[src/rtl/bf_pkg.sv]
package bf_pkg;
  typedef enum logic [1:0] {
    KIND_OP  = 2'b00,
    KIND_CMP = 2'b01,
    KIND_JMP = 2'b10,
    KIND_BR  = 2'b11
  } bf_kind_e;

  function automatic logic kind_is_branch(input logic [1:0] k);
    return k[1];
  endfunction
endpackage

[src/rtl/bf_seq_adder.sv]
module bf_seq_adder #(
  parameter int AW = 16,
  parameter int LW = 3
) (
  input  logic [AW-1:0] base,
  input  logic [LW-1:0] len,
  output logic [AW-1:0] seq
);
  localparam int PADW = AW - LW;
  assign seq = base + {{PADW{1'b0}}, len};
endmodule

[src/rtl/bf_succ_sel.sv]
module bf_succ_sel #(
  parameter int AW = 16,
  parameter int LW = 3
) (
  input  logic [1:0]    kind,
  input  logic [AW-1:0] addr,
  input  logic [LW-1:0] len,
  input  logic [AW-1:0] target,
  input  logic          pred,
  output logic [AW-1:0] nxt,
  output logic [AW-1:0] alt,
  output logic          alt_vld,
  output logic          pred_out
);
  import bf_pkg::*;
  logic [AW-1:0] fall;
  logic          cond;

  bf_seq_adder #(.AW(AW), .LW(LW)) u_fall (.base(addr), .len(len), .seq(fall));

  assign cond = (kind == KIND_BR);

  always_comb begin
    if (cond) begin
      nxt      = pred ? target : fall;
      alt      = pred ? fall : target;
      alt_vld  = 1'b1;
      pred_out = pred;
    end else begin
      nxt      = target;
      alt      = '0;
      alt_vld  = 1'b0;
      pred_out = 1'b0;
    end
  end
endmodule

[src/rtl/bf_fold_core.sv]
module bf_fold_core #(
  parameter int AW  = 16,
  parameter int OPW = 8,
  parameter int LW  = 3,
  localparam int EW = OPW + 3*AW + 4
) (
  input  logic           clk,
  input  logic           rst,
  input  logic           in_valid,
  input  logic [1:0]     in_kind,
  input  logic [OPW-1:0] in_op,
  input  logic [AW-1:0]  in_addr,
  input  logic [LW-1:0]  in_len,
  input  logic [AW-1:0]  in_target,
  input  logic           in_pred,
  input  logic           stall,
  output logic           wr_en,
  output logic [EW-1:0]  wr_ent
);
  import bf_pkg::*;

  typedef struct packed {
    logic [OPW-1:0] op;
    logic [AW-1:0]  addr;
    logic [AW-1:0]  nxt;
    logic [AW-1:0]  alt;
    logic           alt_vld;
    logic           pred;
    logic           folded;
    logic           flag_wr;
  } ent_t;

  logic           hold_vld;
  logic [OPW-1:0] hold_op;
  logic [AW-1:0]  hold_addr;
  logic [LW-1:0]  hold_len;
  logic           hold_cmp;

  logic           acc, in_br;
  logic [AW-1:0]  br_nxt, br_alt, hold_nxt;
  logic           br_alt_vld, br_pred;
  ent_t           ent;

  assign acc   = in_valid && !stall;
  assign in_br = kind_is_branch(in_kind);

  bf_succ_sel #(.AW(AW), .LW(LW)) u_br_sel (
    .kind(in_kind), .addr(in_addr), .len(in_len), .target(in_target),
    .pred(in_pred), .nxt(br_nxt), .alt(br_alt), .alt_vld(br_alt_vld),
    .pred_out(br_pred)
  );

  bf_seq_adder #(.AW(AW), .LW(LW)) u_hold_seq (
    .base(hold_addr), .len(hold_len), .seq(hold_nxt)
  );

  always_comb begin
    wr_en = 1'b0;
    ent   = '0;
    if (!stall) begin
      if (hold_vld) begin
        wr_en       = 1'b1;
        ent.op      = hold_op;
        ent.addr    = hold_addr;
        ent.flag_wr = hold_cmp;
        if (acc && in_br) begin
          ent.nxt     = br_nxt;
          ent.alt     = br_alt;
          ent.alt_vld = br_alt_vld;
          ent.pred    = br_pred;
          ent.folded  = 1'b1;
        end else begin
          ent.nxt = hold_nxt;
        end
      end else if (acc && in_br) begin
        wr_en       = 1'b1;
        ent.op      = in_op;
        ent.addr    = in_addr;
        ent.nxt     = br_nxt;
        ent.alt     = br_alt;
        ent.alt_vld = br_alt_vld;
        ent.pred    = br_pred;
      end
    end
  end

  assign wr_ent = ent;

  always_ff @(posedge clk) begin
    if (rst) begin
      hold_vld  <= 1'b0;
      hold_op   <= '0;
      hold_addr <= '0;
      hold_len  <= '0;
      hold_cmp  <= 1'b0;
    end else if (!stall) begin
      hold_vld <= acc && !in_br;
      if (acc && !in_br) begin
        hold_op   <= in_op;
        hold_addr <= in_addr;
        hold_len  <= in_len;
        hold_cmp  <= (in_kind == KIND_CMP);
      end
    end
  end

  AST_FOLD_ONE_ENTRY: assert property (@(posedge clk) disable iff (rst)
    (hold_vld && !stall && in_valid && in_br) |-> (wr_en && ent.folded && ent.addr == hold_addr));
  AST_STALL_KEEPS_HOLD: assert property (@(posedge clk) disable iff (rst)
    (stall && hold_vld) |=> (hold_vld && $stable(hold_addr)));
  AST_GAP_RELEASES: assert property (@(posedge clk) disable iff (rst)
    (hold_vld && !stall && !in_valid) |=> !hold_vld);
  AST_ALT_ONLY_COND: assert property (@(posedge clk) disable iff (rst)
    (wr_en && !ent.alt_vld) |-> (ent.alt == '0 && !ent.pred));
endmodule

[src/rtl/bf_entry_buf.sv]
module bf_entry_buf #(
  parameter int EW    = 60,
  parameter int DEPTH = 8,
  localparam int PTRW = $clog2(DEPTH),
  localparam int CW   = $clog2(DEPTH + 1)
) (
  input  logic          clk,
  input  logic          rst,
  input  logic          wr_en,
  input  logic [EW-1:0] wr_ent,
  input  logic          rd_en,
  output logic [EW-1:0] rd_data,
  output logic          rd_vld,
  output logic          avail,
  output logic          full
);
  logic [EW-1:0]   mem [DEPTH];
  logic [PTRW-1:0] wr_ptr, rd_ptr;
  logic [CW-1:0]   count, count_nx;
  logic            rd_do;

  assign rd_do = rd_en && (count != '0);

  always_comb begin
    count_nx = count;
    if (wr_en && !rd_do)      count_nx = count + 1'b1;
    else if (!wr_en && rd_do) count_nx = count - 1'b1;
  end

  always_ff @(posedge clk) begin
    if (wr_en) mem[wr_ptr] <= wr_ent;
  end

  always_ff @(posedge clk) begin
    if (rd_do) rd_data <= mem[rd_ptr];
  end

  always_ff @(posedge clk) begin
    if (rst) begin
      wr_ptr <= '0;
      rd_ptr <= '0;
      count  <= '0;
      full   <= 1'b0;
      rd_vld <= 1'b0;
    end else begin
      if (wr_en) wr_ptr <= (wr_ptr == PTRW'(DEPTH - 1)) ? '0 : wr_ptr + 1'b1;
      if (rd_do) rd_ptr <= (rd_ptr == PTRW'(DEPTH - 1)) ? '0 : rd_ptr + 1'b1;
      count  <= count_nx;
      full   <= (count_nx == CW'(DEPTH));
      rd_vld <= rd_do;
    end
  end

  assign avail = (count != '0);

  AST_NO_OVERFLOW: assert property (@(posedge clk) disable iff (rst)
    wr_en |-> (count < CW'(DEPTH)));
  AST_COUNT_STEP: assert property (@(posedge clk) disable iff (rst)
    (count == $past(count)) || (count == $past(count) + 1'b1) || (count == $past(count) - 1'b1));
  AST_READ_HAD_DATA: assert property (@(posedge clk) disable iff (rst)
    rd_vld |-> ($past(count) != '0));
  AST_FULL_MATCHES: assert property (@(posedge clk) disable iff (rst)
    full |-> (count == CW'(DEPTH)));
endmodule

[src/rtl/bf_fold_top.sv]
module bf_fold_top #(
  parameter int AW    = 16,
  parameter int OPW   = 8,
  parameter int LW    = 3,
  parameter int DEPTH = 8
) (
  input  logic           clk,
  input  logic           rst,
  input  logic           in_valid,
  input  logic [1:0]     in_kind,
  input  logic [OPW-1:0] in_op,
  input  logic [AW-1:0]  in_addr,
  input  logic [LW-1:0]  in_len,
  input  logic [AW-1:0]  in_target,
  input  logic           in_pred,
  output logic           stall,
  input  logic           rd_en,
  output logic           ent_avail,
  output logic           rd_vld,
  output logic [OPW-1:0] ent_op,
  output logic [AW-1:0]  ent_addr,
  output logic [AW-1:0]  ent_next,
  output logic [AW-1:0]  ent_alt,
  output logic           ent_alt_vld,
  output logic           ent_pred,
  output logic           ent_folded,
  output logic           ent_flag_wr
);
  localparam int EW = OPW + 3*AW + 4;

  logic          wr_en;
  logic [EW-1:0] wr_ent, rd_data;

  bf_fold_core #(.AW(AW), .OPW(OPW), .LW(LW)) u_core (
    .clk(clk), .rst(rst), .in_valid(in_valid), .in_kind(in_kind),
    .in_op(in_op), .in_addr(in_addr), .in_len(in_len),
    .in_target(in_target), .in_pred(in_pred), .stall(stall),
    .wr_en(wr_en), .wr_ent(wr_ent)
  );

  bf_entry_buf #(.EW(EW), .DEPTH(DEPTH)) u_buf (
    .clk(clk), .rst(rst), .wr_en(wr_en), .wr_ent(wr_ent),
    .rd_en(rd_en), .rd_data(rd_data), .rd_vld(rd_vld),
    .avail(ent_avail), .full(stall)
  );

  assign {ent_op, ent_addr, ent_next, ent_alt, ent_alt_vld,
          ent_pred, ent_folded, ent_flag_wr} = rd_data;

  AST_RD_NEEDS_AVAIL: assert property (@(posedge clk) disable iff (rst)
    rd_vld |-> $past(ent_avail));
endmodule

[config.mk]
export PLATFORM = sky130hd
export DESIGN_NAME = bf_fold_top
export DESIGN_NICKNAME = d
export VERILOG_FILES = /design/src/rtl/bf_pkg.sv /design/src/rtl/bf_seq_adder.sv /design/src/rtl/bf_succ_sel.sv /design/src/rtl/bf_fold_core.sv /design/src/rtl/bf_entry_buf.sv /design/src/rtl/bf_fold_top.sv
export SDC_FILE = /design/constraint.sdc
export NUM_CORES = 1
export LEC_CHECK = 0
export BUFFER_PORTS_ARGS = -buffer_cell sky130_fd_sc_hd__buf_2
export CORE_ASPECT_RATIO = 1.75
export CORE_MARGIN = 2
export CORE_UTILIZATION = 43
export DETAILED_ROUTE_END_ITERATION = 12
export GPL_ROUTABILITY_DRIVEN = 1
export PLACE_DENSITY_LB_ADDON = 0.08
export SLEW_MARGIN = 30
export SYNTH_ARGS = -nofsm -noshare
export SYNTH_HDL_FRONTEND = slang
export SYNTH_SLANG_ARGS = --single-unit
[constraint.sdc]
create_clock -name clk -period 9.5 [get_ports clk]
set_input_delay 1.9 -clock clk [delete_from_list [all_inputs] [get_ports clk]]
set_output_delay 1.9 -clock clk [all_outputs]
set_load 0.02 [all_outputs]
After elaboration in Yosys (flattened, before gate mapping). Memory sizes are Yosys's and may differ from the RTL's. A register that Yosys moved wholly into a read port is not among the register bits. Index checks and enable logic that the tools add are counted.

Flip-flop bits (word level): 41. RAM bits: 480. Output and inout bits: 63. Logic and storage cells: 56. Memories: 1.

Add/subtract/negate cells: 6. Equal/unequal tests: 5. Mux-type cells: 21. Bitwise logic cells: 1. Reductions and logical operators: 12.

Memories: u_buf.mem (words 8, bits a word 60, read ports 1, clocked after Yosys merged registers in 1, write ports 1, line bf_entry_buf.sv:17) `logic [EW-1:0] mem [DEPTH];`.

Operator list (number): $mux W58 (2); $mux W16 (5); $mux W60 (1); $add A16 B3 Y16 (2); $mux W19 (1); $mux W4 (2); $mux W1 (7); $add A3 B1 Y3 const B (2); $eq A3 B3 Y1 const B (2); $logic_and A1 B1 Y1 (6); $mux W3 (2); $add A4 B1 Y4 const B (1); $eq A4 B4 Y1 const B (1); $logic_not A1 Y1 (4); $reduce_bool A4 Y1 (1); $sub A4 B1 Y4 const B (1); $eq A2 B1 Y1 const B (1); $eq A2 B2 Y1 const B (1); $mux W2 (1); $reduce_and A2 Y1 (1); $not A1 Y1 (1).

Logic depth before layout (Yosys ltp).
Word-level depth: 11. Mapped depth: 8. Gate-level depth less buffers: 8.

Modules after synthesis. Synthesis repeated with hierarchy kept, for this count alone.

Cells, all modules: 1243. Area total of the unflattened synthesis: 23551.3 µm².

By module, submodules not included: bf_entry_buf (instances 1, cells each 841, area each 20504.7 µm², seq. area each 16455.8 µm²); bf_fold_core (instances 1, cells each 258, area each 1888.1 µm², seq. area each 580.6 µm²); bf_seq_adder (instances 2, cells each 44, area each 327.8 µm², seq. area each 0.0 µm²); bf_succ_sel (instances 1, cells each 56, area each 503.0 µm², seq. area each 0.0 µm²).

Least setup slack after synthesis. No wires, ideal clock.

Path kind: input-to-reg. Start point: in in_kind[1]. End point: mem u_buf.mem[2][0] (enable). Setup time: 0.647 ns. Data arrival time: 8.688 ns. Slack: 0.165 ns. Stages: 4. Path buffers: 1. Path through: a21oi_1 or2_2 clkbuf_1 nor4b_1.

Cells in the longest elaborated chain, start to end: 6.

RTL lines: start: declaration (line bf_fold_top.sv:10) `input logic [1:0] in_kind,`; $logic_and A1 B1 Y1 (line bf_fold_core.sv:75) `end else if (acc && in_br) begin`; $mux W1 (line bf_fold_core.sv:75); $mux W1 (line bf_fold_core.sv:61) `if (hold_vld) begin`; $mux W1 (line bf_fold_core.sv:60) `if (!stall) begin`; $mux W1 (line bf_entry_buf.sv:31) `if (wr_en) mem[wr_ptr] <= wr_ent;`; $mux W1 (implied by the code) (line bf_entry_buf.sv:31); end: declaration (line bf_entry_buf.sv:17).

Every way passes these cells.

Final worst setup path.
Start point: in in_addr[0]. End point: mem u_buf.mem[1][24], data pin.

Cells in the longest elaborated chain, start to end: 6. Elaborated cells on any way between the ends: 7. Those cells by class: 1 x add/sub; 6 x mux.

RTL lines: start: declaration (line bf_fold_top.sv:12) `input logic [AW-1:0] in_addr,`; $add A16 B3 Y16 (*) (line bf_seq_adder.sv:10) `assign seq = base + {{PADW{1'b0}}, len};`; $mux W16 (*) (line bf_succ_sel.sv:25) `nxt = pred ? target : fall;`; $mux W16 (*) (line bf_succ_sel.sv:24) `if (cond) begin`; $mux W58 / $mux W16 (equally long branches) (line bf_fold_core.sv:75, bf_fold_core.sv:66); $mux W58 (*) (line bf_fold_core.sv:61); $mux W60 (*) (line bf_fold_core.sv:60); via u_buf.wr_ent[24] (line bf_entry_buf.sv:10) `input logic [EW-1:0] wr_ent,`.

The timed path passes the listed nets; every way through them passes the cells marked *.

==> flow_results.xml <==
<?xml version="1.0" encoding="UTF-8"?>
<metrics>
  <group name="yosys">
    <metric name="synth_top_cell_area_share" unit="">0.707</metric>
    <metric name="yosys.area.top_type" unit="">sky130_fd_sc_hd__edfxtp_1</metric>
    <metric name="async_s_r_ff_share_synth" unit="">0</metric>
    <metric name="synthesis.yosys.warnings" unit="">0</metric>
    <metric name="ys_seq_area_frac" unit="">0.743</metric>
    <metric name="synth_cell_type_count" unit="">50</metric>
    <metric name="syn-instance-count" unit="">1194</metric>
    <metric name="synth_area" unit="µm²">22900</metric>
    <metric name="synth_flop_cell" unit="">sky130_fd_sc_hd__edfxtp_1</metric>
    <metric name="synthTopCellsByArea" unit="">sky130_fd_sc_hd__edfxtp_1 71%, sky130_fd_sc_hd__mux4_2 12%, sky130_fd_sc_hd__dfxtp_1 3.6%, sky130_fd_sc_hd__mux2_2 3.0%, sky130_fd_sc_hd__nand2_1 1.5%</metric>
    <metric name="postSynthNetCount" unit="">1258</metric>
    <metric name="post_synthesis_register_bit_count" unit="">581</metric>
    <metric name="synth_area_per_cell" unit="µm²">19.2</metric>
    <metric name="synth_edf_count" unit="">540</metric>
  </group>
  <group name="grt">
    <metric name="via_count_of_the_first_global_routing_pass" unit="">12171</metric>
    <metric name="grt_first_pass_wirelength" unit="mm">79.1</metric>
    <metric name="largest_net_degree_at_the_start_of_global_routing" unit="">62</metric>
    <metric name="grt-ovfl-total" unit="">0</metric>
    <metric name="grt_usage" unit="">0.199</metric>
    <metric name="antenna_violations_before_repair" unit="">9</metric>
  </group>
  <group name="sta">
    <metric name="worst_case_clock_skew" unit="ns">0.0154</metric>
    <metric name="slew_headroom" unit="">0.384</metric>
    <metric name="hold_violations" unit="">0</metric>
    <metric name="setup_repair_after_global_routing_missed_its_margin" unit="">false</metric>
    <metric name="final.min_clock_period" unit="ns">4.00</metric>
    <metric name="layout_setup_ws" unit="ns">5.50</metric>
    <metric name="setup_viol" unit="">0</metric>
    <metric name="max_clock_freq" unit="GHz">0.250</metric>
    <metric name="min_period_over_period" unit="">0.421</metric>
    <metric name="totalNegativeSetupSlack" unit="ns">0</metric>
    <metric name="worst_slew_pin_slew" unit="ns">0.922</metric>
    <metric name="timing.final.max_slew_violations" unit="">0</metric>
  </group>
  <group name="route">
    <metric name="routedWlPerCell" unit="µm">26.0</metric>
    <metric name="vias_per_cell" unit="">5.63</metric>
    <metric name="overall_via_count_from_detail_route" unit="">11544</metric>
    <metric name="met3WireLength" unit="mm">2.31</metric>
    <metric name="drt.antenna.violating_nets" unit="">0</metric>
    <metric name="highest-signal-layer" unit="">met5</metric>
    <metric name="drt_pass1_iterations" unit="">5</metric>
    <metric name="routed_length_on_met1" unit="mm">22.1</metric>
    <metric name="routed-wl-met2" unit="mm">27.5</metric>
    <metric name="drcViolationCount" unit="">0</metric>
    <metric name="finalWirelength" unit="mm">53.3</metric>
    <metric name="drt_first_iter_violations" unit="">760</metric>
  </group>
  <group name="setup_path">
    <metric name="critical_path_required" unit="ns">9.77</metric>
    <metric name="critical_path.startpoint_type" unit="">input pin</metric>
    <metric name="critical_path_class" unit="">in -&gt; reg</metric>
    <metric name="cp.buffers_inverters" unit="">2</metric>
    <metric name="timing.reg2reg.setup_slack" unit="ns">6.09</metric>
    <metric name="worstPathCellList" unit="">buf_2, ha_1, inv_1, fa_1, nor2b_1, o21ai_0, xnor2_1, nor2_1, o32ai_1</metric>
    <metric name="endpoint_kind" unit="">register</metric>
    <metric name="cpMaxStageDelayCell" unit="">sky130_fd_sc_hd__o32ai_1</metric>
    <metric name="worst_ep_arrival_time" unit="ns">4.27</metric>
    <metric name="worstReg2RegEnd" unit="">u_buf.mem[7][47]</metric>
    <metric name="critical-path-max-stage-delay" unit="ns">0.70</metric>
    <metric name="path_delay_family" unit="">compound AO/OA/AOI/OAI gates</metric>
    <metric name="critical_path.max_fanout" unit="">8</metric>
    <metric name="worst_reg_to_reg_path_cell_count" unit="">5</metric>
    <metric name="worstReg2RegStart" unit="">u_core.hold_vld</metric>
  </group>
  <group name="final_layout">
    <metric name="syn_to_final_growth" unit="%">14.0</metric>
    <metric name="mostFrequentLayoutCells" unit="">540 x sky130_fd_sc_hd__edfxtp_1, 120 x sky130_fd_sc_hd__mux4_2, 112 x sky130_fd_sc_hd__buf_2, 89 x sky130_fd_sc_hd__nand2_1, 61 x sky130_fd_sc_hd__mux2_2</metric>
    <metric name="drive_gt1_frac" unit="">0.307</metric>
    <metric name="final_net_count" unit="">1388</metric>
    <metric name="multi_input_comb_area" unit="µm²">5660</metric>
    <metric name="seq_area" unit="µm²">17000</metric>
    <metric name="final.fill_count" unit="">4439</metric>
    <metric name="final_common_cell" unit="">sky130_fd_sc_hd__edfxtp_1</metric>
  </group>
  <group name="placed_design">
    <metric name="finalWeightedCongestion" unit="">0.857</metric>
    <metric name="number_of_port_buffers" unit="">112</metric>
    <metric name="dpl_worst_slack" unit="ns">4.85</metric>
    <metric name="place.detailed.hpwl" unit="mm">32.6</metric>
  </group>
  <group name="cts">
    <metric name="postCtsHoldBufs" unit="">0</metric>
    <metric name="root_buffer" unit="">sky130_fd_sc_hd__clkbuf_16</metric>
    <metric name="cts_resized" unit="">0</metric>
    <metric name="numClockSinks" unit="">581</metric>
    <metric name="clock_latency" unit="ns">0.60</metric>
    <metric name="cts_tree" unit="">done</metric>
    <metric name="cts.path.max_buffers" unit="">3</metric>
    <metric name="clk_transition_reported_paths" unit="ns">0.06</metric>
    <metric name="postCtsSetupRepairBufs" unit="">0</metric>
    <metric name="htree_levels" unit="">2</metric>
    <metric name="cts-buffers-inserted" unit="">52</metric>
  </group>
  <group name="run">
    <metric name="maxCapViolations" unit="">0</metric>
  </group>
  <group name="pwr">
    <metric name="total_power" unit="mW">6.42</metric>
    <metric name="static-leakage-power" unit="nW">8.48</metric>
    <metric name="power.ir.vdd_worst" unit="µV">149</metric>
    <metric name="power_density" unit="nW/µm²">246</metric>
  </group>
  <group name="min_path">
    <metric name="timing.hold.worst.start" unit="">u_core.hold_op[1]</metric>
    <metric name="whs_path_depth" unit="">2</metric>
    <metric name="timing.hold.worst_endpoint" unit="">u_core.hold_op[1]</metric>
    <metric name="holdCritPathClass" unit="">reg -&gt; reg</metric>
  </group>
  <group name="floorplanning">
    <metric name="floorplan.rows" unit="">112</metric>
    <metric name="core_area" unit="µm²">53000</metric>
    <metric name="start_util" unit="">0.433</metric>
    <metric name="die_w" unit="µm">179</metric>
    <metric name="die_span_y" unit="µm">310</metric>
    <metric name="fp.dieArea" unit="µm²">55300</metric>
    <metric name="design.portCount" unit="">113</metric>
  </group>
  <group name="status">
    <metric name="run_status" unit="">finished, final reports clean</metric>
  </group>
</metrics>
==> report_power, final <==
group	leakage, nW	switching (mW)	internal, mW	total, mW
combinational	2.28	0.608	0.492	1.10
sequential	5.35	0.104	3.04	3.14
clock	0.854	0.920	1.26	2.18
==> worst max-delay path by stage <==
stage	startpoint	end	slack, ns	depth (start not counted)
after floorplan	in_kind[1]	u_buf.mem[2][0]	0.16	4
after global placement	in_addr[0]	u_buf.mem[2][24]	4.98	9
after detailed placement	in_kind[1]	u_buf.mem[7][36]	4.85	6
after CTS	in_kind[1]	u_buf.mem[7][39]	5.50	6
after global routing	in_addr[0]	u_buf.mem[6][18]	5.31	9
final	in_addr[0]	u_buf.mem[1][24]	5.50	9
==> cells in the mapped netlist (13+ instances only) <==
library cell	number
sky130_fd_sc_hd__edfxtp_1	540
sky130_fd_sc_hd__mux4_2	120
sky130_fd_sc_hd__nand2_1	89
sky130_fd_sc_hd__mux2_2	61
sky130_fd_sc_hd__a21oi_1	45
sky130_fd_sc_hd__dfxtp_1	41
sky130_fd_sc_hd__clkbuf_1	39
sky130_fd_sc_hd__nor2_1	32
sky130_fd_sc_hd__a22o_1	28
sky130_fd_sc_hd__xor2_1	18
sky130_fd_sc_hd__buf_2	14
sky130_fd_sc_hd__mux2i_1	14
sky130_fd_sc_hd__nand3_1	14
sky130_fd_sc_hd__o21ai_0	13
==> kinds of logic after synthesis <==
family / Yosys count / share of synthesized area
DFF: 581 / 0.743
muxes: 195 / 0.154
and+or+nand+nor: 182 / 0.0367
AOI/OAI and AO/OA: 120 / 0.0351
buffers and inverters: 74 / 0.0129
xor gates and xnor gates: 28 / 0.0107
adders and majority gates: 14 / 0.00829
==> tightest hold or removal path: stages, from the launching register on <==
cell                      delay, ns
sky130_fd_sc_hd__dfxtp_1       0.31
sky130_fd_sc_hd__nand2_1       0.05
sky130_fd_sc_hd__a21oi_1       0.05
==> cell type report <==
class                           instances  share of cell area
Inverter                               11             0.00163
Tap cell                              684              0.0327
Multi-Input combinational cell        539               0.216
Clock inverter                         28              0.0129
Timing Repair Buffer                  139              0.0296
Sequential cell                       581               0.652
Antenna cell                            1           0.0000957
Clock buffer                           68              0.0548
==> layer usage <==
layer	track usage	vias to the layer above
met5	0	-
met4	0.0605	16
met3	0.0311	93
met2	0.344	274
met1	0.258	6079
li1	-	5082
==> registers in the layout, indices dropped and copies added (netlist names) <==
name	flops
u_buf.mem	480
u_buf.rd_data	60
u_core.hold_addr	16
u_core.hold_op	8
u_buf.count	4
u_buf.rd_ptr	3
u_buf.wr_ptr	3
u_core.hold_len	3
u_buf.full	1
u_buf.rd_vld	1
u_core.hold_cmp	1
u_core.hold_vld	1
==> through the flow <==
step	area [µm²]	utilization	cells	hold slack (ns)
finish	26200	0.494	2051	0.453
global route	26200	0.494	2051	0.480
floorplan	22900	-	1194	0.432
global placement	24400	0.460	1954	0.441
CTS	26100	0.493	2050	0.456
detailed placement	24400	0.460	1954	0.447
Power figures use the tool's default switching activity.
